**src/rtl/trq_pkg.sv**
```systemverilog
package trq_pkg;

    localparam int MSG_W   = 15;
    localparam int LEN_W   = 4;
    localparam int SRC_W   = 4;
    localparam int CODE_W  = 5;
    localparam int TAG_W   = 6;
    localparam int NCLS    = 4;

    localparam logic [TAG_W-1:0]  ERR_TAG       = 6'b001000;
    localparam logic [CODE_W-1:0] CODE_OWN_ONLY = 5'b00000;
    localparam logic [CODE_W-1:0] CODE_TRACE    = 5'b00111;
    localparam logic [CODE_W-1:0] CODE_WATCH    = 5'b01000;
    localparam logic [LEN_W-1:0]  ERR_LEN       = LEN_W'(MSG_W);

    typedef enum logic [1:0] {
        CLS_OWN   = 2'd0,
        CLS_PROG  = 2'd1,
        CLS_DATA  = 2'd2,
        CLS_WATCH = 2'd3
    } msg_class_e;

    typedef enum logic {
        OV_RUN   = 1'b0,
        OV_DRAIN = 1'b1
    } ovf_state_e;

    typedef struct packed {
        logic [LEN_W-1:0] len;
        logic [MSG_W-1:0] data;
    } entry_t;

endpackage

```
**src/rtl/trq_fifo.sv**
```systemverilog
module trq_fifo
    import trq_pkg::*;
#(
    parameter int DEPTH = 4,
    localparam int PTR_W = (DEPTH > 1) ? $clog2(DEPTH) : 1,
    localparam int CNT_W = $clog2(DEPTH + 1)
) (
    input  logic             clk,
    input  logic             rst_n,
    input  logic             wr0_en,
    input  entry_t           wr0_ent,
    input  logic             wr1_en,
    input  entry_t           wr1_ent,
    input  logic             rd_en,
    output entry_t           rd_ent,
    output logic [CNT_W-1:0] cnt,
    output logic             full,
    output logic             empty
);

    typedef struct packed {
        entry_t [DEPTH-1:0] mem;
        logic [PTR_W-1:0]   rd;
        logic [PTR_W-1:0]   wr;
        logic [CNT_W-1:0]   cnt;
    } fifo_st_t;

    fifo_st_t st_d, st_q;

    function automatic logic [PTR_W-1:0] ptr_inc(input logic [PTR_W-1:0] p);
        return (p == PTR_W'(DEPTH - 1)) ? '0 : p + PTR_W'(1);
    endfunction

    always_comb begin
        logic [PTR_W-1:0] wp;
        logic             do_rd;
        logic [1:0]       nwr;
        st_d  = st_q;
        wp    = st_q.wr;
        nwr   = 2'd0;
        do_rd = rd_en && (st_q.cnt != '0);
        if (wr0_en) begin
            st_d.mem[wp] = wr0_ent;
            wp           = ptr_inc(wp);
            nwr          = nwr + 2'd1;
        end
        if (wr1_en) begin
            st_d.mem[wp] = wr1_ent;
            wp           = ptr_inc(wp);
            nwr          = nwr + 2'd1;
        end
        st_d.wr = wp;
        if (do_rd) begin
            st_d.rd = ptr_inc(st_q.rd);
        end
        st_d.cnt = st_q.cnt + CNT_W'(nwr) - CNT_W'(do_rd);
    end

    always_ff @(posedge clk) begin
        if (!rst_n) begin
            st_q <= '0;
        end else begin
            st_q <= st_d;
        end
    end

    assign rd_ent = st_q.mem[st_q.rd];
    assign cnt    = st_q.cnt;
    assign full   = (st_q.cnt == CNT_W'(DEPTH));
    assign empty  = (st_q.cnt == '0);

endmodule

```
**src/rtl/trq_ovf_ctrl.sv**
```systemverilog
module trq_ovf_ctrl
    import trq_pkg::*;
(
    input  logic            clk,
    input  logic            rst_n,
    input  logic            in_valid,
    input  msg_class_e      in_class,
    input  logic            q_full,
    input  logic            q_empty,
    output logic            push_err,
    output logic            push_msg,
    output logic            in_drain,
    output logic [NCLS-1:0] refused
);

    typedef struct packed {
        ovf_state_e      st;
        logic [NCLS-1:0] refused;
    } ctrl_st_t;

    ctrl_st_t st_d, st_q;

    always_comb begin
        st_d     = st_q;
        push_err = 1'b0;
        push_msg = 1'b0;
        case (st_q.st)
            OV_RUN: begin
                if (in_valid) begin
                    if (q_full) begin
                        st_d.st                = OV_DRAIN;
                        st_d.refused[in_class] = 1'b1;
                    end else begin
                        push_msg = 1'b1;
                    end
                end
            end
            OV_DRAIN: begin
                if (q_empty) begin
                    push_err     = 1'b1;
                    push_msg     = in_valid;
                    st_d.refused = '0;
                    st_d.st      = OV_RUN;
                end else if (in_valid) begin
                    st_d.refused[in_class] = 1'b1;
                end
            end
            default: begin
                st_d = '0;
            end
        endcase
    end

    always_ff @(posedge clk) begin
        if (!rst_n) begin
            st_q <= '0;
        end else begin
            st_q <= st_d;
        end
    end

    assign in_drain = (st_q.st == OV_DRAIN);
    assign refused  = st_q.refused;

endmodule

```
**src/rtl/trq_err_word.sv**
```systemverilog
module trq_err_word
    import trq_pkg::*;
(
    input  logic [NCLS-1:0]  refused,
    input  logic [SRC_W-1:0] src_id,
    output entry_t           err_ent
);

    logic [CODE_W-1:0] code;

    always_comb begin
        if (refused[CLS_WATCH]) begin
            code = CODE_WATCH;
        end else if (refused[CLS_PROG] || refused[CLS_DATA]) begin
            code = CODE_TRACE;
        end else begin
            code = CODE_OWN_ONLY;
        end
    end

    always_comb begin
        err_ent      = '0;
        err_ent.len  = ERR_LEN;
        err_ent.data = {code, src_id, ERR_TAG};
    end

endmodule

```
**src/rtl/trace_ovf_queue.sv**
```systemverilog
module trace_ovf_queue
    import trq_pkg::*;
#(
    parameter int DEPTH = 4,
    localparam int CNT_W = $clog2(DEPTH + 1)
) (
    input  logic        clk,
    input  logic        rst_n,
    input  logic [3:0]  src_id,
    input  logic        in_valid,
    input  logic [1:0]  in_class,
    input  logic [14:0] in_data,
    input  logic [3:0]  in_len,
    input  logic        out_ready,
    output logic        out_valid,
    output logic [14:0] out_data,
    output logic [3:0]  out_len
);

    entry_t           in_ent;
    entry_t           err_ent;
    entry_t           head_ent;
    entry_t           wr0_ent;
    logic             wr0_en;
    logic             wr1_en;
    logic             push_err;
    logic             push_msg;
    logic             ovf_drain;
    logic [NCLS-1:0]  refused;
    logic [CNT_W-1:0] q_cnt;
    logic             q_full;
    logic             q_empty;

    assign in_ent.data = in_data;
    assign in_ent.len  = in_len;

    trq_ovf_ctrl u_ctrl (
        .clk      (clk),
        .rst_n    (rst_n),
        .in_valid (in_valid),
        .in_class (msg_class_e'(in_class)),
        .q_full   (q_full),
        .q_empty  (q_empty),
        .push_err (push_err),
        .push_msg (push_msg),
        .in_drain (ovf_drain),
        .refused  (refused)
    );

    trq_err_word u_err (
        .refused (refused),
        .src_id  (src_id),
        .err_ent (err_ent)
    );

    assign wr0_en  = push_err | push_msg;
    assign wr0_ent = push_err ? err_ent : in_ent;
    assign wr1_en  = push_err & push_msg;

    trq_fifo #(.DEPTH(DEPTH)) u_fifo (
        .clk     (clk),
        .rst_n   (rst_n),
        .wr0_en  (wr0_en),
        .wr0_ent (wr0_ent),
        .wr1_en  (wr1_en),
        .wr1_ent (in_ent),
        .rd_en   (out_ready),
        .rd_ent  (head_ent),
        .cnt     (q_cnt),
        .full    (q_full),
        .empty   (q_empty)
    );

    assign out_valid = !q_empty;
    assign out_data  = head_ent.data;
    assign out_len   = head_ent.len;

endmodule

```
**config.mk**
```make
export PLATFORM = sky130hd
export DESIGN_NAME = trace_ovf_queue
export DESIGN_NICKNAME = d
export VERILOG_FILES = /design/src/rtl/trq_pkg.sv /design/src/rtl/trq_fifo.sv /design/src/rtl/trq_ovf_ctrl.sv /design/src/rtl/trq_err_word.sv /design/src/rtl/trace_ovf_queue.sv
export SDC_FILE = /design/constraint.sdc
export NUM_CORES = 1
export LEC_CHECK = 0
export ABC_AREA = 1
export BUFFER_PORTS_ARGS = -buffer_cell sky130_fd_sc_hd__buf_2
export CORE_MARGIN = 4
export CORE_UTILIZATION = 60
export CTS_CLUSTER_DIAMETER = 50
export CTS_CLUSTER_SIZE = 20
export DETAILED_ROUTE_END_ITERATION = 10
export PLACE_DENSITY = 0.89
export SLEW_MARGIN = 10
export SYNTH_ARGS = -nofsm -noshare
export SYNTH_HDL_FRONTEND = slang
export SYNTH_SLANG_ARGS = --single-unit
```
**constraint.sdc**
```tcl
create_clock -name clk -period 3.2 [get_ports clk]
set_input_delay 0.64 -clock clk [delete_from_list [all_inputs] [get_ports clk]]
set_output_delay 0.64 -clock clk [all_outputs]
set_load 0.005 [all_outputs]
```
==> reports/qor.csv <==
stage,metric,value,unit
die,die area,10300,µm²
die,Die H,101,µm
timing,Final Cycle Share,84.4,%
worst_setup_path,data arrival time of the worst path,2.94,ns
place,post-DP HPWL,8990,µm
detailed_routing,DRC,0,
die,Ports,49,
clock_tree,Num CTS Buffers,9,
clock_tree,Clock Latency Late Sink,0.36,ns
yosys,synthesized area per cell,5.97,µm²
clock_tree,Clock transition at path regs,0.08,ns
global_route,first-pass GRT wire length,22900,µm
timing,Setup WS post-layout,0.498,ns
clock_tree,Clock Tree Root,clkbuf_8,
detailed_routing,final WL,13700,µm
detailed_routing,wire per inst,13.6,µm
timing,setup TNS,0,ns
global_route,GR Overflow Total,0,
die,Die W,101,µm
timing,Final setup viols,0,
yosys,Synth area leaders,"dfxtp_1, nand2_1, nor2_1, o21ai_0, inv_1",
hold_path,hold crit path type,reg -> reg,
die,CORE AREA,8340,µm²
clock_tree,# hold bufs at CTS,0,
die,Row Count,33,
die,Starting Density,62.7,%
clock_tree,"Setup Fix Bufs, Post-CTS",0,
detailed_routing,Initial DRC Count,374,
final_layout,layout cells sized above 1,10.1,%
yosys,"area leader, netlist",dfxtp_1,
yosys,Yosys warning count,0,
clock_tree,CTS tree,built,
clock_tree,cts repair resizes,0,
power,Lkg Pwr,2.83,nW
worst_setup_path,"Req. time, crit path",3.44,ns
timing,Final Slew Violations,0,
timing,final clock skew,0.0118,ns
detailed_routing,vias,5493,
place,port bufs,48,
clock_tree,CTS Sinks,87,
yosys,Post-Syn Area,5230,µm²
run_status,status,"finished, final reports clean",
power,Pwr per Cell Area,662,nW/µm²
timing,Worst slew margin,54.1,%
global_route,antenna violations before repair,0,
worst_setup_path,R2R Setup Slk,0.50,ns
timing,RSZ-0062 raised after global routing,false,
worst_setup_path,CP max FO,21,
yosys,Post-Synthesis Cells,876,
global_route,vias in the first global route,4895,
final_layout,n_diodes,0,
final_layout,post-route cell area,5670,µm²
global_route,largest net degree at the start of global routing,38,
clock_tree,CTS Buffer Depth,2,
worst_setup_path,Worst Setup End Kind,flip-flop,
final_layout,Final nets,938,
timing,Max Clk Rate,370,MHz
clock_tree,H-tree lvl count,3,
worst_setup_path,Setup crit start kind,flip-flop,
power,worst vdd ir,0.509,mV
timing,final number of hold-violating endpoints,0,
timing,minimum clock period,2.70,ns
detailed_routing,via density per instance,5.45,
worst_setup_path,WS Path Type,reg -> reg,
timing,Tightest Pin Transition,0.688,ns
place,Placer Congestion,0.868,
yosys,"Net Count, Synth",916,
detailed_routing,TritonRoute pass-1 iters,5,
flow_run,max_cap viols,0,
yosys,sequential fraction of the synthesis area,33.3,%
yosys,area share of the leading cell type in the synthesized netlist,33.3,%
detailed_routing,DRT antenna net count,0,
global_route,total track usage,27.5,%
yosys,Yosys reg bits,87,
place,pre-CTS setup slack,0.522,ns
yosys,Unique masters post-synth,28,
final_layout,Area Overhead vs Synth,8.30,%
place,instance area after placement,5470,µm²
-- cells in the mapped netlist (all sizes together) --
library cell / count
ha: 10
nor2: 215
o21ai: 94
o211ai: 1
clkinv: 1
nand3: 35
nand4: 8
dfxtp: 87
a31oi: 3
buf: 23
fa: 1
nand2: 229
xnor2: 1
clkbuf: 29
o22ai: 6
inv: 79
a21oi: 54
-- area by class of cell --
class,count,area (µm²)
inverter,80,300
timing repair buffer,63,353
clock buffer,12,155
clock inverter,3,42.5
fill,780,2680
multi-input combinational,657,2940
tap,105,131
sequential,87,1740
-- power by group --
group	leakage, nW	internal [mW]	total, mW	switching [mW]
Clock	0.0985	0.399	0.787	0.388
Sequential	0.707	1.25	1.36	0.109
Combinational	2.02	0.563	1.60	1.04
-- final timing paths --
check | start | to | cells past startpoint
setup reg to reg | u_ctrl.in_drain$_SDFF_PN0_ | u_fifo.st_q[46]$_SDFF_PN0_ | 11
hold / removal | u_ctrl.refused[2]$_SDFFE_PN0P_ | u_ctrl.refused[2]$_SDFFE_PN0P_ | 2
setup / recovery | u_ctrl.in_drain$_SDFF_PN0_ | u_fifo.st_q[46]$_SDFF_PN0_ | 11
hold reg to reg | u_ctrl.refused[2]$_SDFFE_PN0P_ | u_ctrl.refused[2]$_SDFFE_PN0P_ | 2
-- worst max-delay path, stage by stage, from the launching register on --
cell and delay [ns]:
dfxtp_1 0.54, inv_1 0.09, o211ai_1 0.19, ha_1 0.23
inv_2 0.07, nand2_1 0.06, nand2_1 0.06, inv_1 0.33
ha_1 0.26, nand2_1 0.36, o21ai_0 0.35, nor2_1 0.06
-- through the flow --
stage / instances / total power [mW] / util [%] / hold slack [ns]
floorplan: 876 / 2.51 / - / 0.436
global placement: 992 / 2.92 / 65.6 / 0.448
CTS: 1007 / 3.74 / 67.9 / 0.461
finish: 1007 / 3.75 / 67.9 / 0.461
detailed placement: 992 / 2.96 / 65.6 / 0.449
global route: 1007 / 4.04 / 67.9 / 0.483
-- state kept, by name, summed over array words and instances, names as in the netlist --
register,flops
u_ctrl.in_drain,1
u_ctrl.refused,3
u_fifo.cnt,3
u_fifo.st_q,80
-- metal layers --
metal  global-route usage (%)  share of wire (%)  vias to the layer above
li1                         -                  -                     2784
met2                     44.6                 46                      230
met4                     7.98                1.2                        0
met5                        0                  0                        -
met1                     36.8                 43                     2464
met3                     5.99                9.3                       15
-- cells in the final DEF, fill, tap and decap left out, types with 2 or more instances in the layout --
cell	n
inv_2	2
a31oi_1	3
a21oi_1	54
buf_2	48
dfxtp_1	87
nand2_2	3
nand3_1	32
nand3_2	2
nand4_1	7
nor2_4	4
inv_1	77
nand2_1	226
o21ai_0	93
o22ai_1	6
buf_4	15
nor2_1	210
clkbuf_8	11
ha_1	10
-- kinds of logic (layout without fill, tap and decap cells) --
group,after synthesis,count (layout),synth area share [%]
flip-flops,87,87,33.3
XOR/XNOR,1,1,0.167
buffers and inverters,132,158,10.5
AND/OR/NAND/NOR,487,487,37.9
adder cells (fa/ha/maj),11,11,2.77
AO/OA/AOI/OAI,158,158,15.4
Power figures use the tool's default switching activity.
